--- src/rtl/gf2m_matrix_mul.sv ---
module gf2m_matrix_mul #(
  parameter int       M    = 8,
  parameter logic [M:0] POLY = 9'h11B
) (
  input  logic [M-1:0] op_x,
  input  logic [M-1:0] op_y,
  output logic [M-1:0] prod
);

  localparam int HW = M - 1;
  localparam logic [M-1:0] TAIL = POLY[M-1:0];

  // residue of x^(M+j) modulo POLY
  function automatic logic [M-1:0] fold_col(input int j);
    logic [M-1:0] r;
    logic         top;
    r = TAIL;
    for (int k = 0; k < j; k++) begin
      top = r[M-1];
      r   = {r[M-2:0], 1'b0};
      if (top) r = r ^ TAIL;
    end
    return r;
  endfunction

  logic [M-1:0]  lo_part;
  logic [HW-1:0] hi_part;
  logic [M-1:0]  folded;
  logic [M-1:0]  masked [HW];

  always_comb begin
    lo_part = '0;
    hi_part = '0;
    for (int i = 0; i < M; i++) begin
      for (int k = 0; k < M; k++) begin
        if (i + k < M) lo_part[i+k]   = lo_part[i+k]   ^ (op_x[i] & op_y[k]);
        else           hi_part[i+k-M] = hi_part[i+k-M] ^ (op_x[i] & op_y[k]);
      end
    end
  end

  for (genvar j = 0; j < HW; j++) begin : g_col
    localparam logic [M-1:0] COL = fold_col(j);
    assign masked[j] = {M{hi_part[j]}} & COL;
  end

  always_comb begin
    folded = '0;
    for (int j = 0; j < HW; j++) folded = folded ^ masked[j];
  end

  assign prod = lo_part ^ folded;

  localparam logic [M-1:0] ONE   = M'(1);
  localparam logic [M-1:0] X1    = M'(2);
  localparam logic [M-1:0] XTOP  = M'(1) << (M - 1);
  localparam logic [M-1:0] XLIM  = M'(1) << (M / 2);
  localparam logic [M-1:0] YLIM  = M'(1) << ((M + 1) / 2);

  always_comb begin
    if (op_x == '0 || op_y == '0)
      assert_zero_operand_R2: assert (prod == '0);
    if (op_x == ONE)
      assert_unit_left_R3: assert (prod == op_y);
    if (op_y == ONE)
      assert_unit_right_R3: assert (prod == op_x);
    if (op_x < XLIM && op_y < YLIM)
      assert_no_fold_R5: assert (hi_part == '0 && prod == lo_part);
    if (op_x == X1 && op_y == XTOP)
      assert_first_column_R7: assert (prod == TAIL);
  end

endmodule

--- config.mk ---
export PLATFORM = sky130hd
export DESIGN_NAME = gf2m_matrix_mul
export DESIGN_NICKNAME = d
export VERILOG_FILES = /design/src/rtl/gf2m_matrix_mul.sv
export SDC_FILE = /design/constraint.sdc
export NUM_CORES = 1
export LEC_CHECK = 0
export CORE_AREA = 10 10 66 68
export DETAILED_ROUTE_END_ITERATION = 8
export DIE_AREA = 0 0 76 78
export RECOVER_POWER = 50
export SLEW_MARGIN = 0
export SYNTH_ARGS = -nofsm -noshare
export SYNTH_HDL_FRONTEND = slang
export SYNTH_SLANG_ARGS = --single-unit
--- constraint.sdc ---
create_clock -name vclk -period 6.06
set_input_delay 1.818 -clock vclk [all_inputs]
set_output_delay 1.818 -clock vclk [all_outputs]
set_load 0.05 [all_outputs]
* Word-level counts from Yosys, hierarchy flattened *
Cells that the tools add are included.

storage, ports and cells
  register bits after elaboration = 0
  word-level logic and storage cells = 120

cells by class
  bitwise logic cells = 120

operators by type and width
  cell                                  count
  1-bit AND                             64
  1-bit XOR                             49
  8-bit XOR                             4
  8-bit by 7-bit XOR with 8-bit output  2
  5-bit by 6-bit XOR with 6-bit output  1

* Logic depth before layout (Yosys ltp) *
Gate-level depths: netlist (run 1).

  depth after elaboration = 14
  depth in mapped cells = 6
  depth with buffers taken out = 5

* Worst setup path before layout (run 1) *
OpenSTA, ideal clock, no wires.

  path type = input -> output
  start point = input port op_y[7]
  end point = output port prod[3]
  path slack = 0.198 ns
  cell stages on the path = 6
  data arrival time = 4.044 ns
  buffers on the path = 1
  required time = 4.242 ns
  path through = buf_2 -> nand2_2 -> xnor3_1 -> xnor3_2 -> xnor3_1 -> xnor2_1

between the ends
  cells in the longest elaborated chain, start to end = 14
  elaborated cells between the ends (all ways) = 29

RTL lines
  element                               line  source
  start, declared                       6     input logic [M-1:0] op_y,
  1-bit AND                             37    else hi_part[i+k-M] = hi_part[i+k-M] ^ (op_x[i] & op_y[k]);
  1-bit XOR (6 in series)               37
  5-bit by 6-bit XOR with 6-bit output  49    for (int j = 0; j < HW; j++) folded = folded ^ masked[j];
  8-bit by 7-bit XOR with 8-bit output  49
  8-bit XOR (2 in series)               49
  8-bit by 7-bit XOR with 8-bit output  49
  8-bit XOR (*)                         49
  8-bit XOR (*)                         52    assign prod = lo_part ^ folded;
  end, declared                         7     output logic [M-1:0] prod

Every way passes the cells marked *; elsewhere a longest branch is shown, timed or not.

* Worst setup path after layout (run 1) *
Same ends and word-level chain as after synthesis.

==> qor.txt, run 1 <==
Final hold viol count: 0
Min-Delay Path Class: input pin to primary output
Crit start category: input pin
Post-synth net total: 163
Worst vdd ir: 0.000229 V
Final period utilization: 0.978
Synth top area cells: xnor2_1, nand2_1, xnor3_1
Chip height: 78 um
Post-layout nets: 187
DR DRC count: 0
Post-Syn Area: 0.00104 mm2
Post-DR vias/cell: 4.47
Overflow after GRT: 0
Ports: 24
Fmax: 0.169 GHz
Setup tns final: 0 ps
Area grow syn2layout: 37.3%
Full die area: 0.00593 mm2
Initial antenna violation count: 0
Register area share after synthesis: 0
Distinct cells, synth: 13
Cts repair resizes: 0
P_leak: 0.629 nW
Crit-path cells: clkdlybuf4s50_1 -> nand2_1 -> xnor3_1 -> xnor2_1 -> xor3_1 -> xnor2_1 -> buf_12
I/O Buffers: 24
Reg area: 0 um2
Vias in the first global route: 1057
Status: finished clean
Clock buffers: 0
ANT nets after route: 0
CP Class: input pin to primary output
CP Capture Type: primary output
Overall Global Routing Usage: 0.0963
Final slew viol count: 0
WP data arrival: 4110 ps
Unrepaired setup endpoints after global routing: false
Yosys top cell area share: 0.328
Max Cap Viol: 0
Slowest-stage cell, CP: xor3_1
Crit-path max cell delay: 530 ps
First-pass GRT wire length: 4.91 mm
Core footprint: 0.00318 mm2
Overall power: 610 uW
RePlAce Congestion: 0.964
First drt pass iteration count: 4
Sequential cell count: 0
Worst path bufs/invs: 2
Worst path most repeated cell: xnor2_1
Post-synth top cells: nand2_1, xnor2_1, xor2_1, clkbuf_1, xnor3_1
Largest fanout on the critical path: 3
Post-DP HPWL: 2.41 mm
Hold path endpoint: prod[0]
Largest net degree at the start of global routing: 10
WP data required: 4240 ps
# rows: 21
Yosys warning total: 0
Min Tclk post-route: 5930 ps
Post-Syn Area per Cell: 7.09 um2
Die Wd: 76 um
Per-cell routed wire length: 13.2 um
Starting Density: 0.328
Worst hold stages: 6
Syn Inst Count: 147
Count leader, synth: nand2_1
Post-CTS setup buffer count: 0
Hold Path Origin: op_x[0]
Power Density: 426 mW/mm2
Worst slew pin tran: 407 ps
DR iter-0 viols: 28
DRT Wirelength: 2.83 mm
Share of cells above drive strength 1: 0.148
# hold bufs at CTS: 0
Ant. Diodes: 0
# setup viols final: 0
DR vias: 961
Slew headroom: 0.728
Worst path top cell family by delay: XOR/XNOR gates
Post-synth top area cell: xnor2_1
routing by layer:
layer / vias to the layer above / track usage / share of wire
li1: 484 / - / -
met1: 449 / 0.114 / 0.46
met2: 26 / 0.189 / 0.50
met3: 2 / 0.00576 / 0.033
met4: 0 / 0.00947 / 0.011
met5: - / 0 / 0
final cells by class:
| cell class | count | area, um2 |
|---|---|---|
| fill | 330 | 1750 |
| multi-input combinational | 131 | 961 |
| timing repair buffer | 38 | 413 |
| tap | 46 | 57.6 |
how the worst max path moves through the flow:
stage	startpoint	to	slack, ps	depth (start not counted)
finish	op_y[7]	prod[3]	130	7
global route	op_y[7]	prod[3]	10	7
CTS	op_y[7]	prod[3]	130	7
detailed placement	op_y[7]	prod[3]	130	7
global placement	op_y[7]	prod[6]	180	7
floorplan	op_y[7]	prod[3]	200	6
power breakdown:
part           switching, mW  total (mW)  internal [mW]
Combinational          0.317       0.610          0.293
Clock                      0           0              0
Sequential                 0           0              0
Total                  0.317       0.610          0.293
cells by family after synthesis:
kind of cell | share of synthesized area
AOI/OAI and AO/OA | 0.0108
buffers and inverters | 0.0780
and+or+nand+nor | 0.252
xor gates and xnor gates | 0.659
through the flow:
| step | setup slack (ps) | hold slack (ps) | cells | cell area [um2] | util |
|---|---|---|---|---|---|
| floorplan | 198 | 4360 | 147 | 1040 | - |
| global placement | 178 | 4820 | 215 | 1440 | 0.454 |
| detailed placement | 133 | 4820 | 215 | 1440 | 0.454 |
| CTS | 128 | 4820 | 215 | 1440 | 0.454 |
| global route | 14.3 | 4900 | 215 | 1430 | 0.450 |
| finish | 131 | 4800 | 215 | 1430 | 0.450 |
cell usage in the layout, fill, tap and decap left out:
master,instances
xor2_1,16
o221a_2,1
clkdlybuf4s15_2,1
nand4bb_1,1
buf_12,7
buf_4,13
nand2_2,2
nor2b_1,1
xnor3_1,7
nand2_1,62
xor3_1,1
clkbuf_1,1
xnor2_1,39
xnor3_2,1
clkdlybuf4s50_1,16
Note: power is estimated with default switching activity, not from simulation.
==> run 2, diff against run 1 <==
--- a/config.mk
+++ b/config.mk
@@ -5,9 +5,9 @@
 export SDC_FILE = /design/constraint.sdc
 export NUM_CORES = 1
 export LEC_CHECK = 0
-export CORE_AREA = 10 10 66 68
+export CORE_AREA = 2 2 58 60
 export DETAILED_ROUTE_END_ITERATION = 8
-export DIE_AREA = 0 0 76 78
+export DIE_AREA = 0 0 60 62
 export RECOVER_POWER = 50
 export SLEW_MARGIN = 0
 export SYNTH_ARGS = -nofsm -noshare
==> run 2 against run 1 <==
Compared with the run above: clock-buffer cell count stayed put; setup slack worse by 69 ps; design area rose by 0.61%; critical path depth is 1 higher; fmax shrank 1.1%.
==> qor.txt, run 2 (same netlist as run 1, synthesis figures left out) <==
Post-layout nets: 187 (unchanged)
Initial antenna violation count: 0 (unchanged)
WP data arrival: 4180 ps (was 4110 ps)
Final Cell Area: 0.00144 mm2 (was 0.00143 mm2)
Final slew viol count: 0 (unchanged)
Fmax: 0.167 GHz (was 0.169 GHz)
Final hold viol count: 0 (unchanged)
FILL cells: 314 (was 330)
Worst slew pin tran: 450 ps (was 407 ps)
CP endpoint: prod[6] (was prod[3])
Cts repair resizes: 0 (unchanged)
Commonest non-fill, non-tap cell in the layout: nand2_1 (unchanged)
Max Cap Viol: 0 (unchanged)
Min Tclk post-route: 6000 ps (was 5930 ps)
DP Worst Slack: 78.3 ps (was 133 ps)
Crit start category: input pin (unchanged)
First-pass GRT wire length: 4.60 mm (was 4.91 mm)
Worst Setup SP: op_x[4] (was op_y[7])
Worst vdd ir: 0.000295 V (was 0.000229 V)
DR vias: 984 (was 961)
Worst hold stages: 7 (was 6)
Reg area: 0 um2 (unchanged)
Ant. Diodes: 0 (unchanged)
Worst path most repeated cell: xnor2_1 (unchanged)
Post-CTS setup buffer count: 0 (unchanged)
Multi-input logic area: 961 um2 (unchanged)
Largest fanout on the critical path: 5 (was 3)
Crit-path cells: clkdlybuf4s50_1 -> buf_4 -> nand2_1 -> xnor3_1 -> xnor2_1 -> xor3_1 -> xnor2_1 -> buf_12 (was clkdlybuf4s50_1 -> nand2_1 -> xnor3_1 -> xnor2_1 -> xor3_1 -> xnor2_1 -> buf_12)
Worst hold slack: 4820 ps (was 4800 ps)
Post-DR vias/cell: 4.58 (was 4.47)
Share of cells above drive strength 1: 0.148 (unchanged)
Worst path top cell family by delay: XOR/XNOR gates (unchanged)
RePlAce Congestion: 0.944 (was 0.964)
Min-Delay Path Class: input pin to primary output (unchanged)
Per-cell routed wire length: 13.0 um (was 13.2 um)
# hold bufs at CTS: 0 (unchanged)
Status: finished clean (unchanged)
Core footprint: 0.00318 mm2 (unchanged)
Starting Density: 0.328 (unchanged)
Sequential cell count: 0 (unchanged)
Vias in the first global route: 1021 (was 1057)
DRT Wirelength: 2.79 mm (was 2.83 mm)
CP Capture Type: primary output (unchanged)
Clock buffers: 0 (unchanged)
Placed instance area: 0.00144 mm2 (unchanged)
Power Density: 435 mW/mm2 (was 426 mW/mm2)
Crit-path max cell delay: 570 ps (was 530 ps)
WP data required: 4240 ps (about the same)
P_leak: 0.634 nW (was 0.629 nW)
CP Class: input pin to primary output (unchanged)
Full die area: 0.00372 mm2 (was 0.00593 mm2)
Largest net degree at the start of global routing: 10 (unchanged)
Critical path depth: 8 (was 7)
Chip height: 62 um (was 78 um)
Slowest-stage cell, CP: clkdlybuf4s50_1 (was xor3_1)
DR DRC count: 0 (unchanged)
Commonest cells after routing, fill and taps aside: nand2_1, xnor2_1, xor2_1, clkdlybuf4s50_1, buf_4 (unchanged)
Final period utilization: 0.990 (was 0.978)
Overall power: 627 uW (was 610 uW)
Slew headroom: 0.698 (was 0.728)
Overall Global Routing Usage: 0.165 (was 0.0963)
Post-DP HPWL: 2.27 mm (was 2.41 mm)
Unrepaired setup endpoints after global routing: false (unchanged)
# setup viols final: 0 (unchanged)
DR iter-0 viols: 22 (was 28)
Ports: 24 (unchanged)
Setup ws final: 62.7 ps (was 131 ps)
# rows: 21 (unchanged)
Die Wd: 60 um (was 76 um)
I/O Buffers: 24 (unchanged)
Worst path bufs/invs: 3 (was 2)
ANT nets after route: 0 (unchanged)
First drt pass iteration count: 4 (unchanged)
Setup tns final: 0 ps (unchanged)
Overflow after GRT: 0 (unchanged)
Area grow syn2layout: 38.2% (was 37.3%)
## run 2: changes by cell type in the layout (fill, tap and decap cells not counted)
cell / change
buf_12: +1
clkdlybuf4s15_2: -1
## run 2: layer usage
layer  vias up  GRT usage  routed length, um
li1        485          -                  -
met1       463      0.209               1180
met2        34      0.312               1450
met3         2    0.00621                145
met4         0     0.0317                 24
met5         -          0                  0
## run 2: how the worst min path moves through the flow
| stage | slack (ps) | endpoint | startpoint |
|---|---|---|---|
| 6_report | 4820 | prod[1] | op_y[1] |
| 5_1_grt | 4910 | prod[7] | op_y[2] |
| 4_1_cts | 4820 | prod[1] | op_y[1] |
| 3_5_place_dp | 4820 | prod[1] | op_y[1] |
| 3_3_place_gp | 4810 | prod[1] | op_y[1] |
| 2_1_floorplan | 4360 | prod[6] | op_y[4] |
## run 2: area by class of cell
cell class | count | share of cell area
well taps | 46 | 0.0400
multi-input cells | 131 | 0.667
repair buffers | 38 | 0.293
## run 2: power breakdown
part / switching, mW / leakage [nW] / total, mW / internal, mW
Sequential: 0 / 0 / 0 / 0
Combinational: 0.318 / 0.634 / 0.627 / 0.309
Clock: 0 / 0 / 0 / 0
Total: 0.318 / 0.634 / 0.627 / 0.309
## run 2: through the flow
stage                     std cells   util
final                           215  0.453
after CTS                       215  0.454
after floorplan                 147      -
after global placement          215  0.454
after detailed placement        215  0.454
after global routing            215  0.453
